<file path="src/rtl/isc_pkg.sv">
package isc_pkg;
  typedef enum logic {
    REG_STATUS = 1'b0,
    REG_MASK   = 1'b1
  } isc_reg_e;
endpackage

</file>
<file path="src/rtl/isc_rst_sync.sv">
module isc_rst_sync #(
  parameter int STAGES = 2
) (
  input  logic clk,
  input  logic rst_n,
  output logic rst_sync_n
);
  logic [STAGES-1:0] sync_q;
  logic [STAGES-1:0] sync_d;

  always_comb begin
    sync_d = {sync_q[STAGES-2:0], 1'b1};
  end

  always_ff @(posedge clk or negedge rst_n) begin
    if (!rst_n) sync_q <= '0;
    else        sync_q <= sync_d;
  end

  assign rst_sync_n = sync_q[STAGES-1];
endmodule

</file>
<file path="src/rtl/isc_mask_reg.sv">
module isc_mask_reg #(
  parameter int N_SRC = 8
) (
  input  logic             clk,
  input  logic             rst_n,
  input  logic             wr_en,
  input  logic [N_SRC-1:0] wdata,
  output logic [N_SRC-1:0] mask_q
);
  logic [N_SRC-1:0] mask_d;

  always_comb begin
    mask_d = mask_q;
    if (wr_en) mask_d = wdata;
  end

  always_ff @(posedge clk or negedge rst_n) begin
    if (!rst_n)     mask_q <= '1;
    else if (wr_en) mask_q <= mask_d;
  end
endmodule

</file>
<file path="src/rtl/isc_event_latch.sv">
module isc_event_latch #(
  parameter int N_SRC = 8
) (
  input  logic             clk,
  input  logic             rst_n,
  input  logic [N_SRC-1:0] evt,
  input  logic [N_SRC-1:0] clr,
  output logic [N_SRC-1:0] pend_q
);
  for (genvar i = 0; i < N_SRC; i++) begin : g_bit
    logic bit_d;
    logic bit_en;

    always_comb begin
      bit_en = evt[i] | clr[i];
      // a new event wins over a clear in the same cycle
      bit_d  = evt[i] | (pend_q[i] & ~clr[i]);
    end

    always_ff @(posedge clk or negedge rst_n) begin
      if (!rst_n)      pend_q[i] <= 1'b0;
      else if (bit_en) pend_q[i] <= bit_d;
    end
  end
endmodule

</file>
<file path="src/rtl/isc_view.sv">
module isc_view #(
  parameter int N_SRC  = 8,
  parameter int CC_IDX = 2
) (
  input  logic [N_SRC-1:0] pend,
  input  logic [N_SRC-1:0] mask,
  output logic [N_SRC-1:0] visible,
  output logic             irq_req
);
  localparam logic [N_SRC-1:0] CC_BIT = N_SRC'(1) << CC_IDX;

  logic [N_SRC-1:0] unmasked;

  always_comb begin
    unmasked = pend & ~mask;
    visible  = unmasked | (pend & CC_BIT);
    irq_req  = |unmasked;
  end
endmodule

</file>
<file path="src/rtl/irq_status_ctrl.sv">
module irq_status_ctrl #(
  parameter int N_SRC  = 8,
  parameter int CC_IDX = 2
) (
  input  logic             clk,
  input  logic             rst_n,
  input  logic [N_SRC-1:0] evt_i,
  input  logic             sel_i,
  input  logic             wr_i,
  input  logic             addr_i,
  input  logic [N_SRC-1:0] wdata_i,
  output logic [N_SRC-1:0] rdata_o,
  output logic             irq_n_o
);
  import isc_pkg::*;

  logic             rst_sync_n;
  logic             rd_status;
  logic             rd_mask;
  logic             wr_mask;
  logic [N_SRC-1:0] mask_q;
  logic [N_SRC-1:0] pend_q;
  logic [N_SRC-1:0] visible;
  logic [N_SRC-1:0] clr_vec;
  logic             irq_req;

  isc_rst_sync #(.STAGES(2)) u_rst (
    .clk        (clk),
    .rst_n      (rst_n),
    .rst_sync_n (rst_sync_n)
  );

  always_comb begin
    rd_status = sel_i & ~wr_i & (isc_reg_e'(addr_i) == REG_STATUS);
    rd_mask   = sel_i & ~wr_i & (isc_reg_e'(addr_i) == REG_MASK);
    wr_mask   = sel_i &  wr_i & (isc_reg_e'(addr_i) == REG_MASK);
    clr_vec   = rd_status ? visible : '0;
  end

  isc_mask_reg #(.N_SRC(N_SRC)) u_mask (
    .clk    (clk),
    .rst_n  (rst_sync_n),
    .wr_en  (wr_mask),
    .wdata  (wdata_i),
    .mask_q (mask_q)
  );

  isc_event_latch #(.N_SRC(N_SRC)) u_latch (
    .clk    (clk),
    .rst_n  (rst_sync_n),
    .evt    (evt_i),
    .clr    (clr_vec),
    .pend_q (pend_q)
  );

  isc_view #(.N_SRC(N_SRC), .CC_IDX(CC_IDX)) u_view (
    .pend    (pend_q),
    .mask    (mask_q),
    .visible (visible),
    .irq_req (irq_req)
  );

  always_comb begin
    rdata_o = '0;
    if (rd_status)    rdata_o = visible;
    else if (rd_mask) rdata_o = mask_q;
    irq_n_o = ~irq_req;
  end
endmodule

</file>
<file path="config.mk">
export PLATFORM = sky130hd
export DESIGN_NAME = irq_status_ctrl
export DESIGN_NICKNAME = d
export VERILOG_FILES = /design/src/rtl/isc_pkg.sv /design/src/rtl/isc_rst_sync.sv /design/src/rtl/isc_mask_reg.sv /design/src/rtl/isc_event_latch.sv /design/src/rtl/isc_view.sv /design/src/rtl/irq_status_ctrl.sv
export SDC_FILE = /design/constraint.sdc
export NUM_CORES = 1
export LEC_CHECK = 0
export ABC_AREA = 1
export BUFFER_PORTS_ARGS = -buffer_cell sky130_fd_sc_hd__clkbuf_2
export CAP_MARGIN = 25
export CORE_MARGIN = 4
export CORE_UTILIZATION = 53
export DETAILED_ROUTE_END_ITERATION = 8
export PLACE_DENSITY = 0.87
export SYNTH_ARGS = -nofsm -noshare
export SYNTH_HDL_FRONTEND = slang
export SYNTH_SLANG_ARGS = --single-unit
</file>
<file path="constraint.sdc">
create_clock -name clk -period 2.2 [get_ports clk]
set_clock_uncertainty 0.1 [all_clocks]
set_input_delay 0.33 -clock clk [delete_from_list [all_inputs] [get_ports clk]]
set_output_delay 0.33 -clock clk [all_outputs]
set_load 0.02 [all_outputs]
</file>
### Yosys cells after proc, flatten, opt, wreduce, memory -nomap -nowiden

Cells that the tools add are included.
Widths: inputs -> output; s select.

| storage, ports and cells | value |
|---|---|
| bits of input ports | 21 |
| register bits after elaboration | 18 |
| word-level logic and storage cells | 57 |
| output and inout bits | 9 |

| cells by class | value |
|---|---|
| reduce and logical (&&, ||, !) cells | 1 |
| mux-type cells | 3 |
| bitwise logic cells | 43 |

Operator list:

| operator | count |
|---|---|
| $mux 8 | 3 |
| $or 1x1->1 | 16 |
| $and 1x1->1 | 13 |
| $not 1->1 | 11 |
| $and 8x8->8 | 1 |
| $not 8->8 | 1 |
| $or 8x3->8 | 1 |
| $reduce_or 8->1 | 1 |

### Depth between registers and ports, before layout

| depth | value |
|---|---|
| word-level depth | 7 |
| gate-level depth with buffers | 6 |
| depth with buffers taken out | 6 |

### Hierarchy

A second synthesis with hierarchy kept.

| unflattened totals | value |
|---|---|
| cells, all modules | 149 |
| area, all modules | 1,069.8 µm² |

By module, submodules not included:

| module | sequential area each (µm²) | cells each | times used | area an instance (µm²) |
|---|---|---|---|---|
| isc_event_latch | 200.2 | 40 | 1 | 320.3 |
| isc_mask_reg | 210.2 | 34 | 1 | 315.3 |
| irq_status_ctrl | 0.0 | 41 | 1 | 256.5 |
| isc_view | 0.0 | 31 | 1 | 123.9 |
| isc_rst_sync | 50.0 | 3 | 1 | 53.8 |

### Least setup slack after synthesis

Ideal clock, no wire load.

| timing | value |
|---|---|
| path kind | reg2out |
| start point | register u_mask.mask_q[3] |
| end point | output irq_n_o |
| data required time | 1.770 ns |
| arrival | 1.027 ns |
| buffers on the path | 0 |
| setup slack | 0.743 ns |
| stages on the path, launching flop included | 7 |
| cell sequence | dfstp_2 > inv_1 > nand2_1 > nand2_1 > inv_1 > nand2_1 > nor2_1 |

| on the way | value |
|---|---|
| longest elaborated chain between the ends | 4 |

Ends and longest elaborated chain:

| what | line | source |
|---|---|---|
| from (decl) | isc_mask_reg.sv:8 | `output logic [N_SRC-1:0] mask_q` |
| from (signal assigned) | isc_mask_reg.sv:19 | `else if (wr_en) mask_q <= mask_d;` |
| $not 8->8 | isc_view.sv:15 | `unmasked = pend & ~mask;` |
| $and 8x8->8 | isc_view.sv:15 |  |
| $reduce_or 8->1 | isc_view.sv:17 | `irq_req = \|unmasked;` |
| $not 1->1 | irq_status_ctrl.sv:67 | `irq_n_o = ~irq_req;` |
| to (decl) | irq_status_ctrl.sv:13 | `output logic irq_n_o` |

No other way between the ends.

### Final worst setup path

| timing | value |
|---|---|
| start point | register u_mask.mask_q[6] |
| end point | output irq_n_o |

Same word-level chain as after synthesis.

==> out/qor.csv <==
metric,value,unit
status,"complete, no violations",
post-synthesis cell area,943,µm²
Die W,50.2,µm
"EDFF count, synth",0,
initial DRC count,11,
RSZ-0062 raised after global routing,false,
kind of cell adding the most delay to the critical path,flip-flops,
max_cap viols,0,
Clk pwr share,26.6,%
proportion of layout cells with a drive suffix above 1,35.5,%
Least-Margin Pin Slew,642,ps
grt ovf,0,
clock tree sinks,18,
Die Y,50.2,µm
I/O pins,30,
final RePlAce weighted congestion,0.794,
post-CTS setup buffer count,0,
setup violators final,0,
final hold violations,0,
critical path arrival,1440,ps
cts hold-fix bufs,1,
DIE AREA,0.00252,mm²
area delta synth->final,22.3,%
combinational power share,22.3,%
Cells after Synth,122,
Max Fclk,535,MHz
Vias per Instance,4.75,
Synth area leader,dfrtp_1,
"Largest stage delay, worst path",550,ps
Inserted Clock Buffers,3,
area share of the largest cell type after synthesis,26.5,%
Vias,851,
synth unique cells,17,
Worst path slowest cell,dfstp_2,
Int Power,0.546,mW
"Seq/Total Area, Yosys",48.8,%
DRC Markers,0,
VDD IR max,436,µV
asr flop ratio synth,100,%
Worst slew margin,57.2,%
Synth Flop Type,dfrtp_1,
Synth top cells by count,"nand2_1, inv_1, nor2_1, dfrtp_1",
WL per Instance,11.1,µm
Worst Setup Path Type,flop to primary output,
final slew viol count,0,
CTS tree,built,
Mapped Avg Cell Area,7.73,µm²
starting density of the core,59.2,%
Max clock buf depth,2,
Critical Path Sink Type,primary output,
Syn. warnings,0,
post-synthesis register bit count,18,
Synthesized Nets,143,
CP cell instances,inv_1 > nand2_1 > nand2_1 > inv_1 > nand2_1 > nor2_1 > clkbuf_2,
final net count,177,
worst endpoint required time,1770,ps
Net Sw Power,0.237,mW
Area contributors post-synth,"dfrtp_1, dfstp_2, nand2_1",
# diodes,0,
Detail Route Antenna Nets,0,
"Buf+Inv Stages, Crit Path",3,
core area,0.00159,mm²
most common cell in the synthesized netlist,nand2_1,
initial antenna violation count,0,
Clock Tree Root,clkbuf_4,
Worst Setup Start Kind,flop,
leakage,0.714,nW
"Clk pin slew, worst setup/hold paths",100,ps
crit-path max FO,3,
drt total wl,1.99,mm
minimum clock period,1870,ps
largest net degree at the start of global routing,17,
multi-input logic area,363,µm²
H-tree Lvls,1,
post-DP HPWL,1.53,mm
Pwr Total,0.783,mW
TritonRoute pass-1 iters,4,
part of the power in registers,51.1,%
gr usage total,17.8,%
vias in the first global route,822,
Final period util,84.9,%
setup TNS,0,ps
PwrDens,679,mW/mm²
Register Area,460,µm²
Rows,14,
I/O Buffers,29,
Sw Ratio,30.2,%
Most common cell on crit path,nand2_1,
Worst Hold Class,input pin to flop,
Fillers,135,
Resize count post-CTS,0,
"Clk Latency, worst-skew pair",300,ps
global-route wire length before repair,3.37,mm
[final cells by class]
| cell class | count | share of cell area, % |
|---|---|---|
| Timing Repair Buffer | 30 | 13.4 |
| Tap cell | 24 | 2.60 |
| Multi-Input combinational cell | 74 | 31.5 |
| Sequential cell | 18 | 39.9 |
| Clock buffer | 4 | 3.15 |
| Inverter | 29 | 9.44 |
[power by group through the flow]
| stage | logic [mW] | registers [mW] | clock network (mW) |
|---|---|---|---|
| global route | 0.195 | 0.407 | 0.232 |
| floorplan | 0.122 | 0.400 | 0 |
| detailed placement | 0.173 | 0.407 | 0 |
| global placement | 0.166 | 0.404 | 0 |
| CTS | 0.175 | 0.401 | 0.211 |
| finish | 0.174 | 0.400 | 0.208 |
[cells by family (layout without fill, tap and decap cells)]
group	Yosys count	in the layout	share of synthesized area [%]
and+or+nand+nor	56	56	25.6
buffers and inverters	30	63	12.7
DFF	18	18	48.8
AOI/OAI and AO/OA	17	17	12.5
other	1	1	0.397
[per-stage QoR]
stage / cells / setup slack (ps) / instance area, µm² / util (%) / hold WS (ps)
6_report: 179 / 332 / 1150 / 72.4 / 102
4_1_cts: 179 / 335 / 1150 / 72.4 / 100
2_1_floorplan: 122 / 743 / 943 / - / -65.6
5_1_grt: 179 / 244 / 1150 / 72.4 / 93.9
3_3_place_gp: 174 / 613 / 1110 / 69.5 / 15.6
3_5_place_dp: 174 / 573 / 1110 / 69.5 / 17.7
[worst reg2reg max path, delay by kind of cell, from the launching register on]
family	cells	cell delay, ps
DFF	1	550
and+or+nand+nor	4	240
[flip-flops by register name, summed over array words and instances, names as in the netlist]
signal / flops
u_rst.sync_q: 2
u_mask.mask_q: 8
u_latch.pend_q: 8
[placed cells by master, fill, tap and decap left out]
| cell type | instances |
|---|---|
| a21oi_2 | 8 |
| clkbuf_2 | 29 |
| clkbuf_4 | 3 |
| clkbuf_8 | 1 |
| conb_1 | 1 |
| dfrtp_1 | 10 |
| dfstp_2 | 8 |
| dlygate4sd3_1 | 1 |
| inv_1 | 28 |
| inv_2 | 1 |
| nand2_1 | 29 |
| nand2_2 | 1 |
| nand3_1 | 7 |
| nand3_2 | 1 |
| nor2_1 | 14 |
| nor2_2 | 2 |
| nor2_4 | 1 |
| nor3_1 | 1 |
| o21ai_1 | 8 |
| o21bai_1 | 1 |
[path summary, 6_finish.rpt]
check	from	to	slack [ps]	depth (start not counted)
max in group asynchronous	u_rst.sync_q[1]$_DFF_PN0_	u_latch.pend_q[0]$_DFFE_PN0P_	1420	0
min in group asynchronous	u_rst.sync_q[1]$_DFF_PN0_	u_latch.pend_q[7]$_DFFE_PN0P_	170	0
hold / removal	evt_i[7]	u_latch.pend_q[7]$_DFFE_PN0P_	100	3
hold reg to reg	u_rst.sync_q[1]$_DFF_PN0_	u_latch.pend_q[7]$_DFFE_PN0P_	170	0
setup / recovery	u_mask.mask_q[6]$_DFFE_PN1P_	irq_n_o	330	7
setup reg to reg	u_mask.mask_q[7]$_DFFE_PN1P_	u_latch.pend_q[7]$_DFFE_PN0P_	1260	4
[routing by layer]
layer	vias to the layer above	wire, µm	track usage (%)	share of wire, %
met5	-	0	0	0
met1	384	855	21.3	43
met3	5	127	5.03	6.4
met4	0	45	9.68	2.3
li1	434	-	-	-
met2	28	965	28.7	48
No activity file was read; power rests on OpenSTA's default activity.
